$ cat src/rtl/lsel_pkg.sv
package lsel_pkg;

  // Number of real rates in the ladder; a zero terminator follows them.
  localparam int LADDER_LEN = 2;
  localparam int RATE_UNIT  = 27000;

  function automatic int unsigned ladder_rate(input int idx);
    case (idx)
      0:       return 270000;
      1:       return 162000;
      default: return 0;
    endcase
  endfunction

  typedef enum logic [2:0] {
    ST_IDLE,
    ST_SKIP,
    ST_LANES,
    ST_DROP,
    ST_ISSUE,
    ST_WAIT,
    ST_DONE,
    ST_GIVEUP
  } sel_state_t;

endpackage

$ cat src/rtl/lsel_ladder.sv
module lsel_ladder #(
  parameter int RATE_W = 20,
  parameter int IDX_W  = 2,
  parameter int CODE_W = 8
) (
  input  logic [IDX_W-1:0]  idx,
  output logic [RATE_W-1:0] cur_rate,
  output logic [RATE_W-1:0] nxt_rate,
  output logic [CODE_W-1:0] cur_code
);
  import lsel_pkg::*;

  localparam int DEPTH = 1 << IDX_W;

  logic [RATE_W-1:0] rate_tbl [DEPTH];
  logic [CODE_W-1:0] code_tbl [DEPTH];

  for (genvar g = 0; g < DEPTH; g++) begin : g_entry
    localparam int unsigned RV = ladder_rate(g);
    assign rate_tbl[g] = RATE_W'(RV);
    assign code_tbl[g] = CODE_W'(RV / RATE_UNIT);
  end

  logic [IDX_W-1:0] idx_nxt;
  assign idx_nxt  = idx + IDX_W'(1);
  assign cur_rate = rate_tbl[idx];
  assign cur_code = code_tbl[idx];
  assign nxt_rate = (idx_nxt == '0) ? '0 : rate_tbl[idx_nxt];

endmodule

$ cat src/rtl/lsel_fit.sv
module lsel_fit #(
  parameter int RATE_W = 20,
  parameter int LANE_W = 3,
  parameter int NEED_W = 23,
  parameter int CMP_W  = 23
) (
  input  logic [NEED_W-1:0] need,
  input  logic [RATE_W-1:0] cur_rate,
  input  logic [RATE_W-1:0] nxt_rate,
  input  logic [LANE_W-1:0] lanes,
  output logic              halve_ok,
  output logic              drop_ok
);
  logic [CMP_W-1:0] half_bw;
  logic [CMP_W-1:0] next_bw;
  logic [CMP_W-1:0] need_x;

  assign need_x  = CMP_W'(need);
  assign half_bw = CMP_W'(lanes >> 1) * CMP_W'(cur_rate);
  assign next_bw = CMP_W'(lanes) * CMP_W'(nxt_rate);

  assign halve_ok = half_bw > need_x;
  assign drop_ok  = next_bw > need_x;

endmodule

$ cat src/rtl/link_cfg_selector.sv
module link_cfg_selector #(
  parameter int PAY_W  = 22,
  parameter int RATE_W = 20,
  parameter int LANE_W = 3
) (
  input  logic              clk,
  input  logic              rst,
  input  logic              req_valid,
  input  logic [PAY_W-1:0]  payload_rate,
  input  logic [RATE_W-1:0] cap_rate,
  input  logic [LANE_W-1:0] cap_lanes,
  input  logic              sink_enh,
  input  logic              train_done,
  input  logic              train_ok,
  output logic [RATE_W-1:0] cfg_rate,
  output logic [LANE_W-1:0] cfg_lanes,
  output logic [7:0]        rate_code,
  output logic [7:0]        lane_byte,
  output logic              train_start,
  output logic              give_up
);
  import lsel_pkg::*;

  localparam int IDX_W  = $clog2(LADDER_LEN + 2);
  localparam int NEED_W = PAY_W + 1;
  localparam int PROD_W = RATE_W + LANE_W;
  localparam int CMP_W  = (NEED_W > PROD_W) ? NEED_W : PROD_W;
  localparam logic [IDX_W-1:0] LAST_IDX = IDX_W'(LADDER_LEN);

  sel_state_t        state_q;
  logic [IDX_W-1:0]  idx_q;
  logic [LANE_W-1:0] lanes_q;
  logic [NEED_W-1:0] need_q;
  logic [RATE_W-1:0] cap_rate_q;
  logic [LANE_W-1:0] cap_lanes_q;
  logic              enh_q;

  logic [RATE_W-1:0] cur_rate;
  logic [RATE_W-1:0] nxt_rate;
  logic [7:0]        cur_code;
  logic              halve_ok;
  logic              drop_ok;
  logic              accept;

  lsel_ladder #(
    .RATE_W (RATE_W),
    .IDX_W  (IDX_W),
    .CODE_W (8)
  ) ladder_i (
    .idx      (idx_q),
    .cur_rate (cur_rate),
    .nxt_rate (nxt_rate),
    .cur_code (cur_code)
  );

  lsel_fit #(
    .RATE_W (RATE_W),
    .LANE_W (LANE_W),
    .NEED_W (NEED_W),
    .CMP_W  (CMP_W)
  ) fit_i (
    .need     (need_q),
    .cur_rate (cur_rate),
    .nxt_rate (nxt_rate),
    .lanes    (lanes_q),
    .halve_ok (halve_ok),
    .drop_ok  (drop_ok)
  );

  assign accept = req_valid &&
                  (state_q == ST_IDLE || state_q == ST_DONE || state_q == ST_GIVEUP);

  always_ff @(posedge clk) begin
    if (rst) begin
      state_q     <= ST_IDLE;
      idx_q       <= '0;
      lanes_q     <= '0;
      need_q      <= '0;
      cap_rate_q  <= '0;
      cap_lanes_q <= '0;
      enh_q       <= 1'b0;
      cfg_rate    <= '0;
      cfg_lanes   <= '0;
      rate_code   <= '0;
      lane_byte   <= '0;
      train_start <= 1'b0;
      give_up     <= 1'b0;
    end else begin
      train_start <= 1'b0;
      if (accept) begin
        need_q      <= NEED_W'(payload_rate >> 3) * NEED_W'(10);
        cap_rate_q  <= cap_rate;
        cap_lanes_q <= cap_lanes;
        enh_q       <= sink_enh;
        idx_q       <= '0;
        give_up     <= 1'b0;
        state_q     <= ST_SKIP;
      end else begin
        case (state_q)
          ST_SKIP: begin
            if (idx_q >= LAST_IDX || cur_rate == '0) begin
              give_up <= 1'b1;
              state_q <= ST_GIVEUP;
            end else if (cur_rate > cap_rate_q) begin
              idx_q <= idx_q + IDX_W'(1);
            end else begin
              lanes_q <= cap_lanes_q;
              state_q <= ST_LANES;
            end
          end
          ST_LANES: begin
            if (halve_ok) lanes_q <= lanes_q >> 1;
            else          state_q <= ST_DROP;
          end
          ST_DROP: begin
            if (drop_ok) idx_q <= idx_q + IDX_W'(1);
            else         state_q <= ST_ISSUE;
          end
          ST_ISSUE: begin
            cfg_rate    <= cur_rate;
            cfg_lanes   <= lanes_q;
            rate_code   <= cur_code;
            lane_byte   <= {enh_q, 2'b00, 5'(lanes_q)};
            train_start <= 1'b1;
            state_q     <= ST_WAIT;
          end
          ST_WAIT: begin
            if (train_done) begin
              if (train_ok) begin
                state_q <= ST_DONE;
              end else begin
                idx_q   <= idx_q + IDX_W'(1);
                state_q <= ST_SKIP;
              end
            end
          end
          default: ;
        endcase
      end
    end
  end

endmodule

$ cat config.mk
export PLATFORM = sky130hd
export DESIGN_NAME = link_cfg_selector
export DESIGN_NICKNAME = d
export VERILOG_FILES = /design/src/rtl/lsel_pkg.sv /design/src/rtl/lsel_ladder.sv /design/src/rtl/lsel_fit.sv /design/src/rtl/link_cfg_selector.sv
export SDC_FILE = /design/constraint.sdc
export NUM_CORES = 1
export LEC_CHECK = 0
export BUFFER_PORTS_ARGS = -buffer_cell sky130_fd_sc_hd__buf_2
export CAP_MARGIN = 40
export CELL_PAD_IN_SITES_DETAIL_PLACEMENT = 1
export CELL_PAD_IN_SITES_GLOBAL_PLACEMENT = 1
export CORE_MARGIN = 5
export CORE_UTILIZATION = 35
export DETAILED_ROUTE_END_ITERATION = 6
export GPL_TIMING_DRIVEN = 0
export PLACE_DENSITY = 0.67
export SYNTH_ARGS = -nofsm -noshare
export SYNTH_HDL_FRONTEND = slang
export SYNTH_SLANG_ARGS = --single-unit
$ cat constraint.sdc
create_clock -name clk -period 5.98 [get_ports clk]
set_input_delay 0.897 -clock clk [delete_from_list [all_inputs] [get_ports clk]]
set_output_delay 0.897 -clock clk [all_outputs]
set_load 0.05 [all_outputs]
==> PnR_summary.wiki <==
{| class="wikitable"
! Metric !! Value
|-
| Outcome || finished clean
|-
| Series of cell instances along the critical path || inv_1 -> ha_2 -> nand2_1 -> inv_1 -> ha_1 -> ha_1 -> ha_1 -> a21o_1 -> a21oi_1 -> nor2b_1 -> o21ai_0 -> xnor2_1 -> and2_1 -> ha_1 -> nand3_1 -> nor4_2 -> nand3_1 -> a2bb2oi_1 -> a21o_1 -> and2_1 -> a311oi_1
|-
| Clock sinks || 63
|-
| Count of max-cap constraint violations || 0
|-
| Primary FF master, synth || dfxtp_1
|-
| Final setup violating endpoints || 0
|-
| DRT met1 WL || 7.51 mm
|-
| Final nets || 962
|-
| Clock network fraction of design power || 31.9%
|-
| Met2 wirelength from detailed routing || between 8 and 9 mm
|-
| Setup repair after global routing missed its margin || no
|-
| Register bit count reported by yosys || 63
|-
| Root cell of the clock tree || clkbuf_16
|-
| Met3 WL || 415 um
|-
| Placed Cells || 1005
|-
| Post-synthesis simple-gate area fraction || 18.1%
|-
| Final Max Tran Viols || 0
|-
| Global-route congestion overflow total || 0
|-
| Buffers from clock root to sink, at most || 2
|-
| Fraction of synthesized area in multiplexers || 0.714%
|-
| First-pass GRT wire length || 27.0 mm
|-
| Measured slew at the worst slew-check pin || 0.887 ns
|-
| Floorplan die width || 137 um
|-
| Post-CTS setup buffers || 0
|-
| Startpoint class of the critical path || flip-flop
|-
| Cell-internal power || 1.01 mW
|-
| Iteration count of the initial detailed-routing pass || 4
|-
| Power per unit of standard cell area || 243 nW/um^2
|-
| Most Frequent Cell on Critical Path || ha_1
|-
| Crit path max fanout || 13
|-
| Minimum setup slack among reg-to-reg paths || 0.51 ns
|-
| Via count || slightly above 5k
|-
| Combinational group share of total power || between 30% and 40%
|-
| DR WL/cell || approximately 16 um
|-
| Worst relative slew slack || 40.5%
|-
| Vias in the first global route || 5611
|-
| Count of standard-cell rows || 46
|-
| Number of diodes added for antenna fixing || 0
|-
| Cell family with the largest share of critical-path delay || adder cells
|-
| Fill cell count || 1956
|-
| Post-route fraction of the period consumed by the critical path || 91.4%
|-
| Full die area || 18700 um^2
|-
| Shortest period the worst path allows || 5.47 ns
|-
| Clk_lat worst skew || 0.33 ns
|-
| Leakage component of the power || between 3 and 4 nW
|-
| Number of instances in the synthesized netlist || 703
|-
| Hold Violations, Final || 0
|-
| Arithmetic-cell share of the synthesized area counting full adders, half adders and majority gates || 25.5%
|-
| Number of nets still failing antenna checks after routing || 0
|-
| Pin count of the biggest net entering global routing || 14
|-
| DR DRC count || 0
|-
| CP Buf/Inv Count || 2
|-
| Summed instance area of the synthesized netlist || 5610 um^2
|-
| Number of port buffers || 70
|-
| Most repeated cell in the gate-level netlist after synthesis || nand2_1
|-
| Syn avg cell area || between 7 and 8 um^2
|-
| Clock tree from TritonCTS || done
|-
| Area grow syn2layout || 17.6%
|-
| Detailed-route wire length || 16.4 mm
|-
| Core region area || 15800 um^2
|-
| Share of flip-flops with an asynchronous set or reset || 0%
|-
| Number of CTS-inserted buffers || 9
|-
| GRT Util Overall || approximately 18%
|-
| Via-to-Cell Ratio || 5.01
|-
| Clock edge transition at the registers on the reported setup and hold paths || 0.06 ns
|-
| Total of warnings raised by yosys || 0
|-
| Kind of path behind the tightest hold check || flip-flop to flip-flop
|-
| Number of top-level pins || 92
|-
| Vertical die dimension || 137 um
|-
| Total Neg Setup Slack || 0 ns
|-
| Post-synth EDFFs || 0
|-
| Final RePlAce weighted congestion || a little over 0.9
|-
| Cell type with the largest total area after synthesis || ha_1
|-
| WP data required || approximately 6.2 ns
|-
| CP arrival || 5.70 ns
|-
| Top Layer Used || met4
|-
| Type of the worst setup path || flip-flop to flip-flop
|-
| Switching power || around 0.6 mW
|-
| Initial DRC count || around 130
|-
| Starting density of the core || 35.4%
|-
| Cells taking the most area after synthesis || ha_1 24%, dfxtp_1 22%, nand2_1 8.1%
|-
| Sequential group share of total power || 30.7%
|-
| Proportion of netlist area held by the largest area contributor || a little under a quarter
|-
| Yosys cell types || 64
|-
| Register area share after synthesis || 22.5%
|-
| Share of the synthesized netlist area taken by xor and xnor gates || 4.84%
|-
| Worst Clk Skew || 0.0121 ns
|-
| Crit-path max cell delay || 0.47 ns
|-
| Antenna violations before repair || 0
|-
| Fraction of power spent switching nets || 36.9%
|-
| Setup crit end kind || flip-flop
|-
| Combinational family with the most area after synthesis || adder cells
|-
| Most instantiated cells after synthesis || 121 x nand2_1, 107 x ha_1, 79 x a21oi_1
|-
| Post-DP HPWL || 13.6 mm
|-
| Worst vdd rail ir drop || 0.000101 V
|-
| H-tree Lvls || 3
|-
| Non-filler instance count after layout || just over 1k
|-
| Cell with the largest stage delay on the worst path || ha_2
|-
| Fraction of the mapped netlist area in compound gates || 18.9%
|-
| FMAX || 183 MHz
|-
| Share of final-layout standard cells stronger than drive strength 1 || between 10% and 20%
|}
## state kept, by name, summed over array words and instances (netlist names)
register     count
cap_lanes_q      3
cap_rate_q      20
cfg_lanes        2
cfg_rate         3
enh_q            1
give_up          1
idx_q            2
lane_byte        2
lanes_q          3
need_q          22
state_q          3
train_start      1
## area by class of cell
type	count	area [um^2]	share of cell area, %
Sequential cell	63	1260	19.1
Tap cell	216	270	4.10
Inverter	56	214	3.24
Clock buffer	10	229	3.47
Multi-Input combinational cell	549	3890	59.0
Clock inverter	6	61.3	0.930
Timing Repair Buffer	70	350	5.31
Buffer	51	318	4.82
## worst min-delay path, stage by stage (launching register included)
cell	delay, ns
dfxtp_1	0.30
nand2_1	0.05
a21oi_1	0.05
## per-stage QoR
step	hold slack (ns)	setup slack (ns)	instance area [um^2]	utilization, %	power [mW]
6_report	0.454	0.515	6600	41.7	1.61
3_5_place_dp	0.451	0.0791	6290	39.7	1.10
5_1_grt	0.478	0.151	6600	41.7	1.72
2_1_floorplan	0.431	1.45	5670	-	0.929
4_1_cts	0.458	0.00311	6580	41.6	1.62
3_3_place_gp	0.440	0.261	6290	39.7	1.06
## power by group through the flow
stage | Sequential, mW | Clock, mW | Combinational [mW]
2_1_floorplan | 0.493 | 0 | 0.436
3_3_place_gp | 0.498 | 0 | 0.565
3_5_place_dp | 0.501 | 0 | 0.594
4_1_cts | 0.492 | 0.527 | 0.602
5_1_grt | 0.498 | 0.545 | 0.676
6_report | 0.492 | 0.512 | 0.601
## cell usage in the layout, fill, tap and decap left out, types with 3 or more instances in the layout
cell type  netlist  layout
nand3_1         14      14
o21a_1           6       6
a211oi_1         3       3
o21bai_1         4       4
mux2i_1          4       4
o21ai_0         13      13
o21ai_1          3       3
a21oi_1         79      79
buf_2            2      72
nand4_1          6       6
clkbuf_16        0       9
buf_4           33      33
a21o_1          18      18
fa_1             4       4
nor2_1          25      25
o31ai_1          4       4
xor2_1          11      11
nor3_1           8       8
conb_1           1      17
clkinv_2         0       3
nand2_1        121     121
dfxtp_1         63      62
inv_1           56      55
a31oi_1          4       4
and3_1           4       4
nand3b_1         4       4
a22o_1           3       3
nand2b_1         6       6
ha_1           107     106
and2_1           6       6
clkbuf_1        15      16
nor2b_1          8       8
xnor2_1         20      20
o211ai_1         8       8
## worst paths after layout
kind / to / cells after the start / startpoint
max reg2reg: state_q[2] / 21 / idx_q[1]
min reg2reg: need_q[13] / 2 / need_q[13]
max: state_q[2] / 21 / idx_q[1]
min: need_q[13] / 2 / need_q[13]
## routing by layer
| metal | global-route usage (%) | up-vias |
|---|---|---|
| li1 | - | 2597 |
| met1 | 22.5 | 2437 |
| met2 | 32.3 | 70 |
| met3 | 2.54 | 16 |
| met4 | 4.93 | 0 |
| met5 | 0 | - |
## cells by family (layout without fill, tap and decap cells)
group                    after synthesis  count (layout)
buffers and inverters                107             193
multiplexers                           4               4
flip-flops                            63              63
other                                  1              17
XOR/XNOR                              31              31
adder cells (fa/ha/maj)              112             112
AO/OA/AOI/OAI                        167             167
AND/OR/NAND/NOR                      218             218
## repair_timing
item                                   4_1_cts  5_1_grt
gates resized for setup                      0        4
setup endpoints to repair                    0        8
endpoints found under the hold margin        0        0
hold buffers                                 0        0
(Power assumes the default switching activity.)
